## config.mk

```make
export PLATFORM = sky130hd
export DESIGN_NAME = sram_host_ctrl
export DESIGN_NICKNAME = d
export VERILOG_FILES = /design/src/rtl/sram_ctrl_pkg.sv /design/src/rtl/sram_cyc_timer.sv /design/src/rtl/sram_seq.sv /design/src/rtl/sram_pin_io.sv /design/src/rtl/sram_host_ctrl.sv
export SDC_FILE = /design/constraint.sdc
export NUM_CORES = 1
export LEC_CHECK = 0
export ABC_AREA = 1
export ABC_CLOCK_PERIOD_IN_PS = 1700
export BUFFER_PORTS_ARGS = -buffer_cell sky130_fd_sc_hd__buf_2
export CORE_MARGIN = 5
export CORE_UTILIZATION = 48
export CTS_CLUSTER_DIAMETER = 80
export CTS_CLUSTER_SIZE = 28
export DETAILED_ROUTE_END_ITERATION = 8
export MAX_ROUTING_LAYER = met4
export PLACE_DENSITY = 0.79
export SLEW_MARGIN = 20
export SYNTH_ARGS = -nofsm -noshare
export SYNTH_HDL_FRONTEND = slang
export SYNTH_SLANG_ARGS = --single-unit
```

## constraint.sdc

```tcl
create_clock -name clk_i -period 1.7 [get_ports clk_i]
set_input_delay 0.255 -clock clk_i [delete_from_list [all_inputs] [get_ports clk_i]]
set_output_delay 0.255 -clock clk_i [all_outputs]
set_load 0.005 [all_outputs]
```

## src/rtl/sram_ctrl_pkg.sv

```systemverilog
package sram_ctrl_pkg;

  typedef enum logic [2:0] {
    ST_IDLE,
    ST_RD,
    ST_RD_TA,
    ST_WR_AS,
    ST_WR_WZ,
    ST_WR_DRV,
    ST_WR_DH,
    ST_WR_REC
  } seq_st_e;

  // round ns up to whole clocks, never below one clock
  function automatic int ns_to_cyc(input int t_ns, input int per_ns);
    int c;
    c = (t_ns + per_ns - 1) / per_ns;
    if (c < 1) c = 1;
    return c;
  endfunction

  function automatic int imax(input int a, input int b);
    return (a > b) ? a : b;
  endfunction

endpackage

```

## src/rtl/sram_cyc_timer.sv

```systemverilog
module sram_cyc_timer #(
  parameter int CNT_W = 3
) (
  input  logic             clk_i,
  input  logic             rst_ni,
  input  logic             ld_i,
  input  logic [CNT_W-1:0] ld_val_i,
  output logic             done_o
);

  logic [CNT_W-1:0] cnt_q;

  always_ff @(posedge clk_i or negedge rst_ni) begin
    if (!rst_ni)             cnt_q <= '0;
    else if (ld_i)           cnt_q <= ld_val_i;
    else if (cnt_q != '0)    cnt_q <= cnt_q - 1'b1;
  end

  assign done_o = (cnt_q == '0);

endmodule

```

## src/rtl/sram_seq.sv

```systemverilog
module sram_seq
  import sram_ctrl_pkg::*;
#(
  parameter int N_RD  = 4,
  parameter int N_AS  = 1,
  parameter int N_WZ  = 2,
  parameter int N_DRV = 2,
  parameter int N_DH  = 1,
  parameter int N_REC = 1,
  parameter int CNT_W = 3
) (
  input  logic             clk_i,
  input  logic             rst_ni,
  input  logic             req_valid_i,
  input  logic             req_we_i,
  input  logic             tmr_done_i,
  output seq_st_e          st_d_o,
  output logic             idle_o,
  output logic             ld_o,
  output logic [CNT_W-1:0] ld_val_o,
  output logic             accept_o,
  output logic             capture_o
);

  seq_st_e st_q, st_d;

  always_comb begin
    st_d      = st_q;
    ld_o      = 1'b0;
    ld_val_o  = '0;
    accept_o  = 1'b0;
    capture_o = 1'b0;
    unique case (st_q)
      ST_IDLE: begin
        if (req_valid_i) begin
          accept_o = 1'b1;
          ld_o     = 1'b1;
          if (req_we_i) begin
            st_d     = ST_WR_AS;
            ld_val_o = CNT_W'(N_AS - 1);
          end else begin
            st_d     = ST_RD;
            ld_val_o = CNT_W'(N_RD - 1);
          end
        end
      end
      ST_RD: begin
        if (tmr_done_i) begin
          st_d      = ST_RD_TA;
          capture_o = 1'b1;
        end
      end
      ST_RD_TA: st_d = ST_IDLE;
      ST_WR_AS: begin
        if (tmr_done_i) begin
          st_d     = ST_WR_WZ;
          ld_o     = 1'b1;
          ld_val_o = CNT_W'(N_WZ - 1);
        end
      end
      ST_WR_WZ: begin
        if (tmr_done_i) begin
          st_d     = ST_WR_DRV;
          ld_o     = 1'b1;
          ld_val_o = CNT_W'(N_DRV - 1);
        end
      end
      ST_WR_DRV: begin
        if (tmr_done_i) begin
          st_d     = ST_WR_DH;
          ld_o     = 1'b1;
          ld_val_o = CNT_W'(N_DH - 1);
        end
      end
      ST_WR_DH: begin
        if (tmr_done_i) begin
          st_d     = ST_WR_REC;
          ld_o     = 1'b1;
          ld_val_o = CNT_W'(N_REC - 1);
        end
      end
      ST_WR_REC: if (tmr_done_i) st_d = ST_IDLE;
      default:   st_d = ST_IDLE;
    endcase
  end

  always_ff @(posedge clk_i or negedge rst_ni) begin
    if (!rst_ni) st_q <= ST_IDLE;
    else         st_q <= st_d;
  end

  assign st_d_o = st_d;
  assign idle_o = (st_q == ST_IDLE);

endmodule

```

## src/rtl/sram_pin_io.sv

```systemverilog
module sram_pin_io
  import sram_ctrl_pkg::*;
#(
  parameter int ADDR_W = 13,
  parameter int DATA_W = 8
) (
  input  logic              clk_i,
  input  logic              rst_ni,
  input  seq_st_e           st_d_i,
  input  logic              accept_i,
  input  logic              capture_i,
  input  logic [ADDR_W-1:0] req_addr_i,
  input  logic [DATA_W-1:0] req_wdata_i,
  input  logic [DATA_W-1:0] mem_dq_i,
  output logic              rvalid_o,
  output logic [DATA_W-1:0] rdata_o,
  output logic              mem_e_no,
  output logic              mem_w_no,
  output logic              mem_g_no,
  output logic [ADDR_W-1:0] mem_addr_o,
  output logic [DATA_W-1:0] mem_dq_o,
  output logic              mem_dq_oe_o
);

  logic              e_n_q, w_n_q, g_n_q, oe_q, rvalid_q;
  logic [ADDR_W-1:0] addr_q;
  logic [DATA_W-1:0] wdata_q, rdata_q;

  always_ff @(posedge clk_i or negedge rst_ni) begin
    if (!rst_ni) begin
      addr_q  <= '0;
      wdata_q <= '0;
    end else if (accept_i) begin
      addr_q  <= req_addr_i;
      wdata_q <= req_wdata_i;
    end
  end

  always_ff @(posedge clk_i or negedge rst_ni) begin
    if (!rst_ni) begin
      rdata_q  <= '0;
      rvalid_q <= 1'b0;
    end else begin
      rvalid_q <= capture_i;
      if (capture_i) rdata_q <= mem_dq_i;
    end
  end

  // pins registered from next state: glitch-free strobes
  always_ff @(posedge clk_i or negedge rst_ni) begin
    if (!rst_ni) begin
      e_n_q <= 1'b1;
      w_n_q <= 1'b1;
      g_n_q <= 1'b1;
      oe_q  <= 1'b0;
    end else begin
      e_n_q <= (st_d_i == ST_IDLE) || (st_d_i == ST_RD_TA);
      w_n_q <= !((st_d_i == ST_WR_WZ) || (st_d_i == ST_WR_DRV));
      g_n_q <= (st_d_i != ST_RD);
      oe_q  <= (st_d_i == ST_WR_DRV) || (st_d_i == ST_WR_DH);
    end
  end

  assign rvalid_o    = rvalid_q;
  assign rdata_o     = rdata_q;
  assign mem_e_no    = e_n_q;
  assign mem_w_no    = w_n_q;
  assign mem_g_no    = g_n_q;
  assign mem_addr_o  = addr_q;
  assign mem_dq_o    = wdata_q;
  assign mem_dq_oe_o = oe_q;

endmodule

```

## src/rtl/sram_host_ctrl.sv

```systemverilog
module sram_host_ctrl
  import sram_ctrl_pkg::*;
#(
  parameter int ADDR_W        = 13,
  parameter int DATA_W        = 8,
  parameter int CLK_PERIOD_NS = 8,
  parameter int T_RC_NS       = 25,
  parameter int T_AA_NS       = 25,
  parameter int T_OE_NS       = 10,
  parameter int T_WC_NS       = 25,
  parameter int T_WP_NS       = 20,
  parameter int T_DS_NS       = 10,
  parameter int T_DH_NS       = 0,
  parameter int T_AS_NS       = 0,
  parameter int T_AW_NS       = 20,
  parameter int T_WZ_NS       = 10
) (
  input  logic              clk_i,
  input  logic              rst_ni,
  input  logic              req_valid_i,
  output logic              req_ready_o,
  input  logic              req_we_i,
  input  logic [ADDR_W-1:0] req_addr_i,
  input  logic [DATA_W-1:0] req_wdata_i,
  output logic              rvalid_o,
  output logic [DATA_W-1:0] rdata_o,
  output logic              mem_e_no,
  output logic              mem_w_no,
  output logic              mem_g_no,
  output logic [ADDR_W-1:0] mem_addr_o,
  output logic [DATA_W-1:0] mem_dq_o,
  output logic              mem_dq_oe_o,
  input  logic [DATA_W-1:0] mem_dq_i
);

  localparam int N_RD  = imax(imax(ns_to_cyc(T_RC_NS, CLK_PERIOD_NS),
                                   ns_to_cyc(T_AA_NS, CLK_PERIOD_NS)),
                              ns_to_cyc(T_OE_NS, CLK_PERIOD_NS));
  localparam int N_AS  = ns_to_cyc(T_AS_NS, CLK_PERIOD_NS);
  localparam int N_WZ  = ns_to_cyc(T_WZ_NS, CLK_PERIOD_NS);
  localparam int N_DRV = imax(imax(ns_to_cyc(T_DS_NS, CLK_PERIOD_NS),
                                   ns_to_cyc(T_WP_NS, CLK_PERIOD_NS) - N_WZ),
                              imax(ns_to_cyc(T_AW_NS, CLK_PERIOD_NS) - N_AS - N_WZ, 1));
  localparam int N_DH  = ns_to_cyc(T_DH_NS, CLK_PERIOD_NS);
  localparam int N_REC = imax(ns_to_cyc(T_WC_NS, CLK_PERIOD_NS) - N_AS - N_WZ - N_DRV - N_DH, 1);
  localparam int N_MAX = imax(imax(imax(N_RD, N_AS), imax(N_WZ, N_DRV)), imax(N_DH, N_REC));
  localparam int CNT_W = $clog2(N_MAX + 1);

  seq_st_e          st_d;
  logic             tmr_ld, tmr_done, accept, capture;
  logic [CNT_W-1:0] tmr_val;

  sram_cyc_timer #(.CNT_W(CNT_W)) u_tmr (
    .clk_i    (clk_i),
    .rst_ni   (rst_ni),
    .ld_i     (tmr_ld),
    .ld_val_i (tmr_val),
    .done_o   (tmr_done)
  );

  sram_seq #(
    .N_RD(N_RD), .N_AS(N_AS), .N_WZ(N_WZ), .N_DRV(N_DRV),
    .N_DH(N_DH), .N_REC(N_REC), .CNT_W(CNT_W)
  ) u_seq (
    .clk_i       (clk_i),
    .rst_ni      (rst_ni),
    .req_valid_i (req_valid_i),
    .req_we_i    (req_we_i),
    .tmr_done_i  (tmr_done),
    .st_d_o      (st_d),
    .idle_o      (req_ready_o),
    .ld_o        (tmr_ld),
    .ld_val_o    (tmr_val),
    .accept_o    (accept),
    .capture_o   (capture)
  );

  sram_pin_io #(.ADDR_W(ADDR_W), .DATA_W(DATA_W)) u_io (
    .clk_i       (clk_i),
    .rst_ni      (rst_ni),
    .st_d_i      (st_d),
    .accept_i    (accept),
    .capture_i   (capture),
    .req_addr_i  (req_addr_i),
    .req_wdata_i (req_wdata_i),
    .mem_dq_i    (mem_dq_i),
    .rvalid_o    (rvalid_o),
    .rdata_o     (rdata_o),
    .mem_e_no    (mem_e_no),
    .mem_w_no    (mem_w_no),
    .mem_g_no    (mem_g_no),
    .mem_addr_o  (mem_addr_o),
    .mem_dq_o    (mem_dq_o),
    .mem_dq_oe_o (mem_dq_oe_o)
  );

endmodule

```

==> metrics.yaml <==
cells_and_area:
  area_growth_pct: 25.7
  final_area_um2: 2230
  n_antenna_cell: 0
  fillCellCount: 347
  fin_nets: 307
  utilization_pct: 61.4
  drive_above_1_share_pct: 40.7
placement:
  place_congestion: 0.816
  port_buffers: 67
  dpl_cell_area_um2: 2130
  pre_cts_slack_ps: 270
  dpl.hpwl_mm: 2.69
timing:
  post-route-period-util_pct: 85.5
  skew_ps: 2.56
  fin_setup_tns_ps: 0
  period_minus_slack_ps: 1450
  fin_ws_ps: 246
  rsz0062_at_grt: "false"
  finalSetupViolCount: 0
  slew_violations: 0
  max-slew-margin-rel_pct: 65.8
  worst_pin_slew_ps: 513
  timing.fmax_mhz: 688
  timing_hold_violations_final: 0
route:
  drt_iter0_markers: 45
  drc_errors: 0
  ant_nets: 0
  via_per_inst: 4.51
  drt_first_pass_iters: 4
  post_drt_wl_per_cell_um: 11.3
  vias: 1449
  routed_wl_mm: 3.62
die:
  initial_core_util_pct: 48.9
  die_w_um: 70.8
  coreArea_um2: 3630
  die_h_um: 70.8
  pin_count: 68
  rows: 22
  die_area_um2: 5020
power:
  pwr-share-comb_pct: 42.1
  cellLeakagePower_nw: 1.31
  p_seq_share_pct: 42.0
  p_switching_w: 0.00153
  powerDensity_nw_per_um2: 1780
  irDropWorstVdd_mv: 0.915
  clkPwrFrac_pct: 16.0
  swShare_pct: 38.5
  power.internal_w: 0.00245
worst_setup_path:
  crit_slowest_cell: "dfrtp_1"
  critPathMaxFanout: 9
  path_cells: "inv_1, ha_1, nand2_2, inv_2, nand2_1, nand2_1, o21ai_2, nor2_4, nand3_1"
  cp.arrival_ps: 1670
  critPathKind: "reg2reg"
  worstSetupEndpointType: "register"
  cp_common_cell: "nand2_1"
  max_stage_delay_ps: 380
  critical_path_required_ps: 1920
  reg2reg_from: "u_tmr.cnt_q[0]"
  startpoint: "u_tmr.cnt_q[0]"
  critPathLaunchType: "register"
cts:
  cts-root-buf: "clkbuf_8"
  clk_path_buf_depth: 2
  hold_buffers: 1
  tritoncts: "yes"
  cts-resized-gates: 0
  cts_buffers: 5
  clock-sinks: 40
  clk_pin_slew_ps: 70
  post-cts-setup-buffers: 0
  cts_max_level: 2
  clock_latency_ps: 290
synthesis:
  synth_top_area_share_pct: 52.1
  yosysTopAreaCell: "dfrtp_1"
  synthXorXnorAreaFrac_pct: 0
  synth_compound_area_share_pct: 2.82
  synth_nets: 234
  synth-simple-area-share_pct: 32.0
  synth_area_um2: 1780
  synth.area.mux_share_pct: 0
  synth_top_family_by_area: "simple AND/OR/NAND/NOR gates"
  synth_cell_types: 23
  yosysSeqAreaShare_pct: 56.6
  yosys_warnings: 0
  syn_inst: 199
  syn_area_per_cell_um2: 8.92
  yosys-top-cells-area: "dfrtp_1 (52%), nand2_1 (20%), nand2_2 (5.6%), dfstp_2 (4.4%), buf_12 (2.3%)"
  synth_adder_area_share_pct: 1.41
  ys_ff_latch: 40
grt:
  grt_pass1_vias: 1398
  grt_max_degree: 25
  track_usage_pct: 15.9
  antenna_found_initial: 0
  overflow: 0
  grt_pass1_wl_mm: 6.20
run_status:
  status: "finished clean"
job:
  max-cap-violations: 0
hold_path:
  worstHoldStart: "mem_dq_i[2]"
  hold_path_class: "in2reg"
per-stage QoR:
step	hold WS (ps)	power, W	instances
finish	156	0.00398	321
global route	144	0.00435	321
CTS	141	0.00404	321
detailed placement	263	0.00338	312
global placement	263	0.00333	312
floorplan	-40.6	0.00281	199
cells by family after synthesis:
logic type | Yosys count
fa+ha+maj | 2
simple gates | 128
compound gates | 8
flops | 40
buf+inv | 21
synth_stat cells:
cell      number
a211oi_1       1
a21oi_1        3
buf_12         2
buf_2          2
buf_8          1
dfrtp_1       37
dfstp_2        3
ha_1           2
inv_1          9
inv_2          6
inv_4          1
nand2_1       93
nand2_2       16
nand2_4        2
nand3_1        6
nand4_1        2
nor2_1         5
nor2_2         1
nor2_4         2
nor4_1         1
o21ai_0        1
o21ai_1        1
o21ai_2        2
critical path: cells and delay by family (launching register included):
family / cells / cell delay, ps
flops: 1 / 380
buf+inv: 2 / 290
simple gates: 5 / 480
fa+ha+maj: 1 / 170
compound gates: 1 / 80
final timing paths:
| check | slack [ps] | depth (start not counted) | end |
|---|---|---|---|
| min in group asynchronous | 470 | 2 | u_io.mem_addr_o[5] |
| worst max register to register | 250 | 9 | u_io.mem_g_no |
| max in group asynchronous | 680 | 3 | u_io.rvalid_o |
| worst max-delay path | 250 | 9 | u_io.mem_g_no |
| worst min register to register | 480 | 2 | u_io.mem_addr_o[11] |
| worst min-delay path | 160 | 3 | u_io.rdata_o[2] |
state kept, by name (all words and copies together) (netlist names):
signal,flops
u_io.mem_addr_o,13
u_io.mem_dq_o,8
u_io.mem_dq_oe_o,1
u_io.mem_e_no,1
u_io.mem_g_no,1
u_io.mem_w_no,1
u_io.rdata_o,8
u_io.rvalid_o,1
u_seq.st_q,3
u_tmr.cnt_q,3
power by group through the flow:
| stage | clock network, W | registers, W | logic (W) |
|---|---|---|---|
| floorplan | 0 | 0.00171 | 0.00110 |
| global placement | 0 | 0.00167 | 0.00166 |
| detailed placement | 0 | 0.00168 | 0.00170 |
| CTS | 0.000663 | 0.00167 | 0.00171 |
| global route | 0.000695 | 0.00173 | 0.00192 |
| finish | 0.000635 | 0.00167 | 0.00168 |
placed cells by master (no fill, tap or decap), types with 3 or more instances in the layout:
cell,synthesis,layout
dfrtp_1,37,37
nor2_1,5,5
buf_4,0,3
a21oi_1,3,3
nand2_2,16,16
inv_2,6,6
inv_1,9,9
nand2_1,93,93
buf_2,2,67
dfstp_2,3,3
clkbuf_8,0,6
nand3_1,6,6
routing by layer:
layer  track usage [%]  wire length [um]
met5                 -                 0
met4              5.01                46
met3              5.68               318
met2              23.6              1610
met1              20.5              1640
cell type report:
type / instances / area, um2 / area share [%]
clock buffers: 6 / 82.6 / 3.70
clock inverters: 2 / 10.0 / 0.449
inverters: 16 / 62.6 / 2.80
multi-input cells: 138 / 643 / 28.8
flip-flops and latches: 40 / 1000 / 45.0
well taps: 48 / 60.1 / 2.69
repair buffers: 71 / 368 / 16.5
(Power assumes the default switching activity.)
